[config.mk]
export PLATFORM = sky130hd
export DESIGN_NAME = msi_file_ctrl
export DESIGN_NICKNAME = d
export VERILOG_FILES = /design/src/rtl/msi_file_pkg.sv /design/src/rtl/msi_msg_decode.sv /design/src/rtl/msi_id_array.sv /design/src/rtl/msi_top_select.sv /design/src/rtl/msi_reg_port.sv /design/src/rtl/msi_file_ctrl.sv
export SDC_FILE = /design/constraint.sdc
export NUM_CORES = 1
export LEC_CHECK = 0
export ABC_AREA = 1
export ABC_CLOCK_PERIOD_IN_PS = 5700
export CORE_MARGIN = 4
export CORE_UTILIZATION = 31
export CTS_BUF_LIST = sky130_fd_sc_hd__clkbuf_16
export CTS_CLUSTER_DIAMETER = 60
export DETAILED_ROUTE_END_ITERATION = 12
export PLACE_DENSITY = 0.57
export REMOVE_ABC_BUFFERS = 1
export SETUP_SLACK_MARGIN = 0.02
export SYNTH_ARGS = -nofsm -noshare
export SYNTH_HDL_FRONTEND = slang
export SYNTH_SLANG_ARGS = --single-unit
[constraint.sdc]
create_clock -name clk -period 5.7 [get_ports clk]
set_input_delay 0.57 -clock clk [delete_from_list [all_inputs] [get_ports clk]]
set_output_delay 0.57 -clock clk [all_outputs]
set_load 0.01 [all_outputs]
[src/rtl/msi_file_pkg.sv]
// Shared constants and helpers for the message-signaled interrupt file.
// Assumes identities fit the 11-bit field of the top-interrupt register.
package msi_file_pkg;
    localparam int TOP_W  = 11;
    localparam int WORD_W = 32;
    localparam int WIDX_W = 6;

    localparam logic [7:0] SEL_DELIVER = 8'h70;
    localparam logic [7:0] SEL_THRESH  = 8'h72;
    localparam logic [7:0] SEL_TOPCLM  = 8'h76;
    localparam logic [1:0] GRP_PEND    = 2'b10;
    localparam logic [1:0] GRP_ENAB    = 2'b11;

    localparam int OFS_LITTLE = 0;
    localparam int OFS_BIG    = 4;

    // True when num names an implemented identity (1..max_id).
    function automatic logic id_valid(input logic [31:0] num, input int unsigned max_id);
        return (num != 32'd0) && (num <= max_id);
    endfunction

    // Reverses the byte order of a 32-bit word.
    function automatic logic [31:0] swap_bytes(input logic [31:0] d);
        return {d[7:0], d[15:8], d[23:16], d[31:24]};
    endfunction

    // Packs identity and priority into the top-interrupt register layout.
    function automatic logic [WORD_W-1:0] top_word(input logic [TOP_W-1:0] id);
        return {5'b0, id, 5'b0, id};
    endfunction
endpackage

[src/rtl/msi_msg_decode.sv]
// Decodes a message write into the page into a single pending-set request.
// Offset OFS_LITTLE takes the payload as presented, OFS_BIG byte-reverses it.
// Assumes at most one message per cycle; invalid identities are dropped.
module msi_msg_decode
    import msi_file_pkg::*;
#(
    parameter int NUM_IDS = 63,
    parameter int IDW     = 6,
    parameter int PAGE_AW = 12
) (
    input  logic               msg_valid,
    input  logic [PAGE_AW-1:0] msg_addr,
    input  logic [31:0]        msg_data,
    output logic               set_v,
    output logic [IDW-1:0]     set_id
);
    logic        hit;
    logic [31:0] raw;

    // Select the byte order from the page offset.
    always_comb begin
        hit = 1'b0;
        raw = '0;
        if (msg_valid && (msg_addr == PAGE_AW'(OFS_LITTLE))) begin
            hit = 1'b1;
            raw = msg_data;
        end else if (msg_valid && (msg_addr == PAGE_AW'(OFS_BIG))) begin
            hit = 1'b1;
            raw = swap_bytes(msg_data);
        end
    end

    assign set_v  = hit && id_valid(raw, NUM_IDS);
    assign set_id = raw[IDW-1:0];
endmodule

[src/rtl/msi_id_array.sv]
// Pending and enable storage, one flop pair per implemented identity.
// Identity 0 is tied to zero. Update order per pending bit: slice write,
// clear-by-number, claim clear, then message set (the set wins).
// Assumes request identities are already range-checked.
module msi_id_array
    import msi_file_pkg::*;
#(
    parameter int NBITS = 64,
    parameter int IDW   = 6
) (
    input  logic              clk,
    input  logic              rst_n,
    input  logic              pend_wr,
    input  logic              en_wr,
    input  logic [WIDX_W-1:0] word_idx,
    input  logic [WORD_W-1:0] word_data,
    input  logic              set_pend_v,
    input  logic [IDW-1:0]    set_pend_id,
    input  logic              clr_pend_v,
    input  logic [IDW-1:0]    clr_pend_id,
    input  logic              claim_v,
    input  logic [IDW-1:0]    claim_id,
    input  logic              set_en_v,
    input  logic [IDW-1:0]    set_en_id,
    input  logic              clr_en_v,
    input  logic [IDW-1:0]    clr_en_id,
    output logic [NBITS-1:0]  pend_vec,
    output logic [NBITS-1:0]  en_vec
);
    for (genvar gi = 0; gi < NBITS; gi++) begin : g_bit
        if (gi == 0) begin : g_absent
            assign pend_vec[gi] = 1'b0;
            assign en_vec[gi]   = 1'b0;
        end else begin : g_live
            localparam logic [IDW-1:0]    MY_ID   = IDW'(gi);
            localparam logic [WIDX_W-1:0] MY_WORD = WIDX_W'(gi / WORD_W);
            localparam int                MY_BIT  = gi % WORD_W;
            logic pend_q;
            logic en_q;

            // Pending bit: later statements take precedence.
            always_ff @(posedge clk) begin
                if (!rst_n) begin
                    pend_q <= 1'b0;
                end else begin
                    if (pend_wr && (word_idx == MY_WORD)) pend_q <= word_data[MY_BIT];
                    if (clr_pend_v && (clr_pend_id == MY_ID)) pend_q <= 1'b0;
                    if (claim_v && (claim_id == MY_ID)) pend_q <= 1'b0;
                    if (set_pend_v && (set_pend_id == MY_ID)) pend_q <= 1'b1;
                end
            end

            // Enable bit: slice write, then set-by-number, then clear-by-number.
            always_ff @(posedge clk) begin
                if (!rst_n) begin
                    en_q <= 1'b0;
                end else begin
                    if (en_wr && (word_idx == MY_WORD)) en_q <= word_data[MY_BIT];
                    if (set_en_v && (set_en_id == MY_ID)) en_q <= 1'b1;
                    if (clr_en_v && (clr_en_id == MY_ID)) en_q <= 1'b0;
                end
            end

            assign pend_vec[gi] = pend_q;
            assign en_vec[gi]   = en_q;
        end
    end
endmodule

[src/rtl/msi_top_select.sv]
// Combinational search for the lowest-numbered identity that is pending,
// enabled and under the threshold (threshold 0 disables masking).
// Outputs 0 when nothing qualifies. Depth grows linearly with NBITS.
module msi_top_select
    import msi_file_pkg::*;
#(
    parameter int NBITS = 64
) (
    input  logic [NBITS-1:0] pend_vec,
    input  logic [NBITS-1:0] en_vec,
    input  logic [TOP_W-1:0] thr,
    output logic [TOP_W-1:0] top_id
);
    // Scan downward so the last match kept is the lowest number.
    always_comb begin
        top_id = '0;
        for (int i = NBITS - 1; i >= 1; i--) begin
            if (pend_vec[i] && en_vec[i] && ((thr == '0) || (i < int'(thr)))) begin
                top_id = TOP_W'(i);
            end
        end
    end
endmodule

[src/rtl/msi_reg_port.sv]
// Indirect register port: holds delivery and threshold, decodes slice
// writes and claims, and muxes read data for the current select.
// Assumes one access per cycle; read data is combinational.
module msi_reg_port
    import msi_file_pkg::*;
#(
    parameter int NBITS  = 64,
    parameter int NWORDS = 2
) (
    input  logic              clk,
    input  logic              rst_n,
    input  logic [7:0]        reg_sel,
    input  logic              reg_wr,
    input  logic [TOP_W-1:0]  low_wdata,
    input  logic [NBITS-1:0]  pend_vec,
    input  logic [NBITS-1:0]  en_vec,
    input  logic [TOP_W-1:0]  top_id,
    output logic [WORD_W-1:0] reg_rdata,
    output logic              deliver_q,
    output logic [TOP_W-1:0]  thr_q,
    output logic              pend_wr,
    output logic              en_wr,
    output logic [WIDX_W-1:0] word_idx,
    output logic              claim_v
);
    logic [1:0] grp;

    assign grp      = reg_sel[7:6];
    assign word_idx = reg_sel[WIDX_W-1:0];
    assign pend_wr  = reg_wr && (grp == GRP_PEND);
    assign en_wr    = reg_wr && (grp == GRP_ENAB);
    assign claim_v  = reg_wr && (reg_sel == SEL_TOPCLM) && (top_id != '0);

    // Delivery switch and threshold registers.
    always_ff @(posedge clk) begin
        if (!rst_n) begin
            deliver_q <= 1'b0;
            thr_q     <= '0;
        end else if (reg_wr) begin
            if (reg_sel == SEL_DELIVER) deliver_q <= low_wdata[0];
            if (reg_sel == SEL_THRESH)  thr_q     <= low_wdata;
        end
    end

    // Read mux over scalar registers and implemented slices.
    always_comb begin
        reg_rdata = '0;
        case (reg_sel)
            SEL_DELIVER: reg_rdata = WORD_W'(deliver_q);
            SEL_THRESH:  reg_rdata = WORD_W'(thr_q);
            SEL_TOPCLM:  reg_rdata = top_word(top_id);
            default:     reg_rdata = '0;
        endcase
        for (int w = 0; w < NWORDS; w++) begin
            if ((grp == GRP_PEND) && (word_idx == WIDX_W'(w))) reg_rdata = pend_vec[w*WORD_W +: WORD_W];
            if ((grp == GRP_ENAB) && (word_idx == WIDX_W'(w))) reg_rdata = en_vec[w*WORD_W +: WORD_W];
        end
    end
endmodule

[src/rtl/msi_file_ctrl.sv]
// Per-hart interrupt file: message decode, identity storage, top search,
// indirect register port and a registered interrupt line.
// Assumes NUM_IDS is 64k-1 within 63..2047.
module msi_file_ctrl
    import msi_file_pkg::*;
#(
    parameter int NUM_IDS = 63,
    parameter int PAGE_AW = 12
) (
    input  logic               clk,
    input  logic               rst_n,
    input  logic               msg_valid,
    input  logic [PAGE_AW-1:0] msg_addr,
    input  logic [31:0]        msg_data,
    input  logic [7:0]         reg_sel,
    input  logic               reg_wr,
    input  logic [31:0]        reg_wdata,
    output logic [31:0]        reg_rdata,
    input  logic               seten_valid,
    input  logic [10:0]        seten_num,
    input  logic               clren_valid,
    input  logic [10:0]        clren_num,
    input  logic               clrpend_valid,
    input  logic [10:0]        clrpend_num,
    output logic               ext_irq
);
    localparam int NBITS  = NUM_IDS + 1;
    localparam int NWORDS = NBITS / WORD_W;
    localparam int IDW    = $clog2(NBITS);

    logic              msg_set_v;
    logic [IDW-1:0]    msg_set_id;
    logic [NBITS-1:0]  pend_vec;
    logic [NBITS-1:0]  en_vec;
    logic [TOP_W-1:0]  top_id;
    logic [TOP_W-1:0]  thr_q;
    logic              deliver_q;
    logic              pend_wr;
    logic              en_wr;
    logic [WIDX_W-1:0] word_idx;
    logic              claim_v;
    logic              seten_ok;
    logic              clren_ok;
    logic              clrpend_ok;

    assign seten_ok   = seten_valid   && id_valid(32'(seten_num),   NUM_IDS);
    assign clren_ok   = clren_valid   && id_valid(32'(clren_num),   NUM_IDS);
    assign clrpend_ok = clrpend_valid && id_valid(32'(clrpend_num), NUM_IDS);

    msi_msg_decode #(.NUM_IDS(NUM_IDS), .IDW(IDW), .PAGE_AW(PAGE_AW)) u_dec (
        .msg_valid (msg_valid),
        .msg_addr  (msg_addr),
        .msg_data  (msg_data),
        .set_v     (msg_set_v),
        .set_id    (msg_set_id)
    );

    msi_id_array #(.NBITS(NBITS), .IDW(IDW)) u_arr (
        .clk         (clk),
        .rst_n       (rst_n),
        .pend_wr     (pend_wr),
        .en_wr       (en_wr),
        .word_idx    (word_idx),
        .word_data   (reg_wdata),
        .set_pend_v  (msg_set_v),
        .set_pend_id (msg_set_id),
        .clr_pend_v  (clrpend_ok),
        .clr_pend_id (clrpend_num[IDW-1:0]),
        .claim_v     (claim_v),
        .claim_id    (top_id[IDW-1:0]),
        .set_en_v    (seten_ok),
        .set_en_id   (seten_num[IDW-1:0]),
        .clr_en_v    (clren_ok),
        .clr_en_id   (clren_num[IDW-1:0]),
        .pend_vec    (pend_vec),
        .en_vec      (en_vec)
    );

    msi_top_select #(.NBITS(NBITS)) u_sel (
        .pend_vec (pend_vec),
        .en_vec   (en_vec),
        .thr      (thr_q),
        .top_id   (top_id)
    );

    msi_reg_port #(.NBITS(NBITS), .NWORDS(NWORDS)) u_reg (
        .clk       (clk),
        .rst_n     (rst_n),
        .reg_sel   (reg_sel),
        .reg_wr    (reg_wr),
        .low_wdata (reg_wdata[TOP_W-1:0]),
        .pend_vec  (pend_vec),
        .en_vec    (en_vec),
        .top_id    (top_id),
        .reg_rdata (reg_rdata),
        .deliver_q (deliver_q),
        .thr_q     (thr_q),
        .pend_wr   (pend_wr),
        .en_wr     (en_wr),
        .word_idx  (word_idx),
        .claim_v   (claim_v)
    );

    // Registered interrupt request to the hart.
    always_ff @(posedge clk) begin
        if (!rst_n) ext_irq <= 1'b0;
        else        ext_irq <= deliver_q && (top_id != '0);
    end
endmodule

==> flow_summary_export.csv <==
group,metric,value,unit
status,status,"complete, but fails checks",
status,violations,"setup timing",
logic_synthesis,synth-edff-count,0,
global_route,grt_pass1_vias,13344,
pwr,power,2.38,mW
worst_setup_path,cp_common_cell,"nand2_1",
timing,fin_ws,-0.330,ns
pwr,total_leakage_power,5.91,nW
worst_setup_path,crit_path_max_fanout,5,
worst_setup_path,criticalPathCategory,"reg2out",
logic_synthesis,synthTopCellsByArea,"dfxtp_1 26%, nand2_1 14%, nor2_1 8.6%",
final_layout,fin_util,0.445,
routing,route.detailed.drc,0,
logic_synthesis,synth_area,10600,um2
cts,cts_root_buffer,"clkbuf_16",
logic_synthesis,yosysSeqAreaShare,0.262,
place,hpwl,53200,um
logic_synthesis,ys_dominant_reg_cell,"dfxtp_1",
place,portBuffers,156,
logic_synthesis,ys_types,53,
timing,max_freq,166,MHz
worst_setup_path,critPathCaptureType,"output port",
final_layout,fin_nets,2118,
logic_synthesis,ys_warn_count,0,
timing,skew,0.0200,ns
timing,hold_viol,0,
timing,tightest_slew,1.33,ns
logic_synthesis,yosysMostFrequentCell,"nand2_1",
logic_synthesis,synth_top_area_cell,"dfxtp_1",
global_route,grtUsageMet2,0.512,
timing,slew_violations,0,
floorplan,rows,67,
global_route,grtUsageTotal,0.358,
global_route,grt_start_max_net_pins,80,
routing,routed_wl,69500,um
floorplan,start_util,0.315,
cts,insertion_delay,0.47,ns
place,dpl_cell_area,13800,um2
final_layout,post_route_cells_drive_above_1_share,0.193,
floorplan,die_w,193,um
cts,cts.htree.levels,4,
logic_synthesis,synthTopCellsByCount,"386 x nand2_1, 244 x nor2_1, 229 x inv_1",
global_route,antenna_found_initial,2,
routing,dr.pass1.iters,6,
global_route,grt_pass1_wl,95600,um
logic_synthesis,yosys.area.top_type_share,0.262,
cts,path_clk_slew,0.07,ns
global_route,grt_util_met1,0.497,
final_layout,area_growth,41.2,%
cts,clock-sinks,139,
logic_synthesis,postSynthCellCount,1727,
logic_synthesis,ys_async_sr_fraction,0,
global_route,met3_usage,0.107,
final_layout,antenna_cells,0,
place,gp_congestion,1.07,
final_layout,final_cell_area,15000,um2
logic_synthesis,synth.avg_cell_area,6.15,um2
min_path,holdCritPathClass,"reg2reg",
pwr,ir_worst_vdd,0.234,mV
global_route,grt-busiest-layer,"met2",
worst_setup_path,worstPathRequired,5.13,ns
final_layout,n_fill_cell,3589,
routing,antenna_left,0,
timing,setup_viol,4,
floorplan,die_area,37300,um2
routing,wire_per_inst,28.3,um
worst_setup_path,start_kind,"register",
worst_setup_path,cp_slowest_cell,"dfxtp_4",
floorplan,io_pins,157,
timing,relSlewSlack,0.104,
pwr,p_per_area,159,nW/um2
floorplan,core,33700,um2
floorplan,die_h,193,um
cts,cts.path.max_buffers,2,
timing,min_period,6.03,ns
timing,holdWs,0.466,ns
worst_setup_path,crit_arrival,5.46,ns
routing,vias_per_cell,6.08,
logic_synthesis,synth.ff_latch_count,139,
cts,cts_tree,"yes",
worst_setup_path,slowest_delay,0.36,ns
global_route,overflow,0,
routing,drt_iter0_drc,2193,
timing,rsz0062_at_grt,"true",
cts,cts_hold_buf,0,
timing,period_share,1.06,
routing,dr_total_vias,14933,
flow_run,drv_cap,0,
cts,cts_made_buffers,17,
-- flip-flops by register name (all words and copies together) (netlist names) --
register and count:
u_arr.g_bit.g_live.en_q 63, ext_irq 1, u_arr.g_bit.g_live.pend_q 63, u_reg.thr_q 11, u_reg.deliver_q 1
-- metal layers --
layer	routed length, um	part of all wire
met1	28500	0.41
met2	29200	0.42
met3	9020	0.13
met4	2830	0.041
met5	31	0.00045
-- placed cells by master, fill, tap and decap left out, drive strengths merged, types with 12 or more instances in the layout --
cell type      instances
nand3                 54
o21ai                109
nand4                 31
a2111oi               13
nor2                 256
a21oi                109
nor3                  27
clkbuf                19
clkdlybuf4s50        152
buf                  168
a311oi                27
nor4                  12
a211oi                13
nand2                402
o2111ai               29
a221oi               104
o211ai                17
inv                  260
dfxtp                139
-- critical path, delay by kind of cell, from the launching register on --
kind,cells,cell delay (ns)
compound gates,4,0.76
simple gates,52,3.25
buf+inv,5,0.62
flops,1,0.36
-- cell type report --
class,count,area [um2],share of cell area
repair buffers,323,2940,0.196
inverters,257,972,0.0648
clock buffers,17,425,0.0284
multi-input cells,1256,7150,0.477
clock inverters,15,148,0.00984
flip-flops and latches,139,2800,0.187
well taps,448,561,0.0374
-- metrics by stage --
| step | TNS, ns | worst slack (ns) | instances |
|---|---|---|---|
| finish | -0.802 | -0.330 | 2455 |
| global route | -6.68 | -0.825 | 2455 |
| detailed placement | -0.744 | -0.376 | 2414 |
| global placement | -0.677 | -0.347 | 2414 |
| floorplan | 0 | 0.224 | 1651 |
| CTS | -0.441 | -0.226 | 2447 |
-- what timing repair did --
action,CTS,global route
buffers inserted,1,7
cloned,0,2
pin swaps,12,31
resized for setup,46,131
setup endpoints to repair,4,72
-- final timing paths --
kind | startpoint | end | slack (ns) | cells past startpoint
worst max-delay path | u_reg.thr_q[1]$_SDFFE_PN0P_ | reg_rdata[16] | -0.33 | 61
worst min-delay path | u_reg.deliver_q$_SDFFE_PN0P_ | ext_irq$_SDFF_PN0_ | 0.47 | 2
worst max register to register | u_reg.thr_q[1]$_SDFFE_PN0P_ | u_arr.g_bit[3].g_live.pend_q$_SDFFE_PN0P_ | 0.33 | 65
worst min register to register | u_reg.deliver_q$_SDFFE_PN0P_ | ext_irq$_SDFF_PN0_ | 0.47 | 2
-- logic make-up (layout without fill, tap and decap cells) --
logic type	Yosys count	in the layout	synth area share
AO/OA/AOI/OAI	466	466	0.301
buffers and inverters	333	612	0.119
flip-flops	139	139	0.262
AND/OR/NAND/NOR	789	790	0.318
-- where the power goes --
| group | internal [mW] | switching (mW) | leakage [nW] |
|---|---|---|---|
| clock network | 0.643 | 0.517 | 0.280 |
| registers | 0.971 | 0.00239 | 1.13 |
| logic | 0.0998 | 0.146 | 4.50 |
| total | 1.71 | 0.666 | 5.91 |
Power figures use the tool's default switching activity.
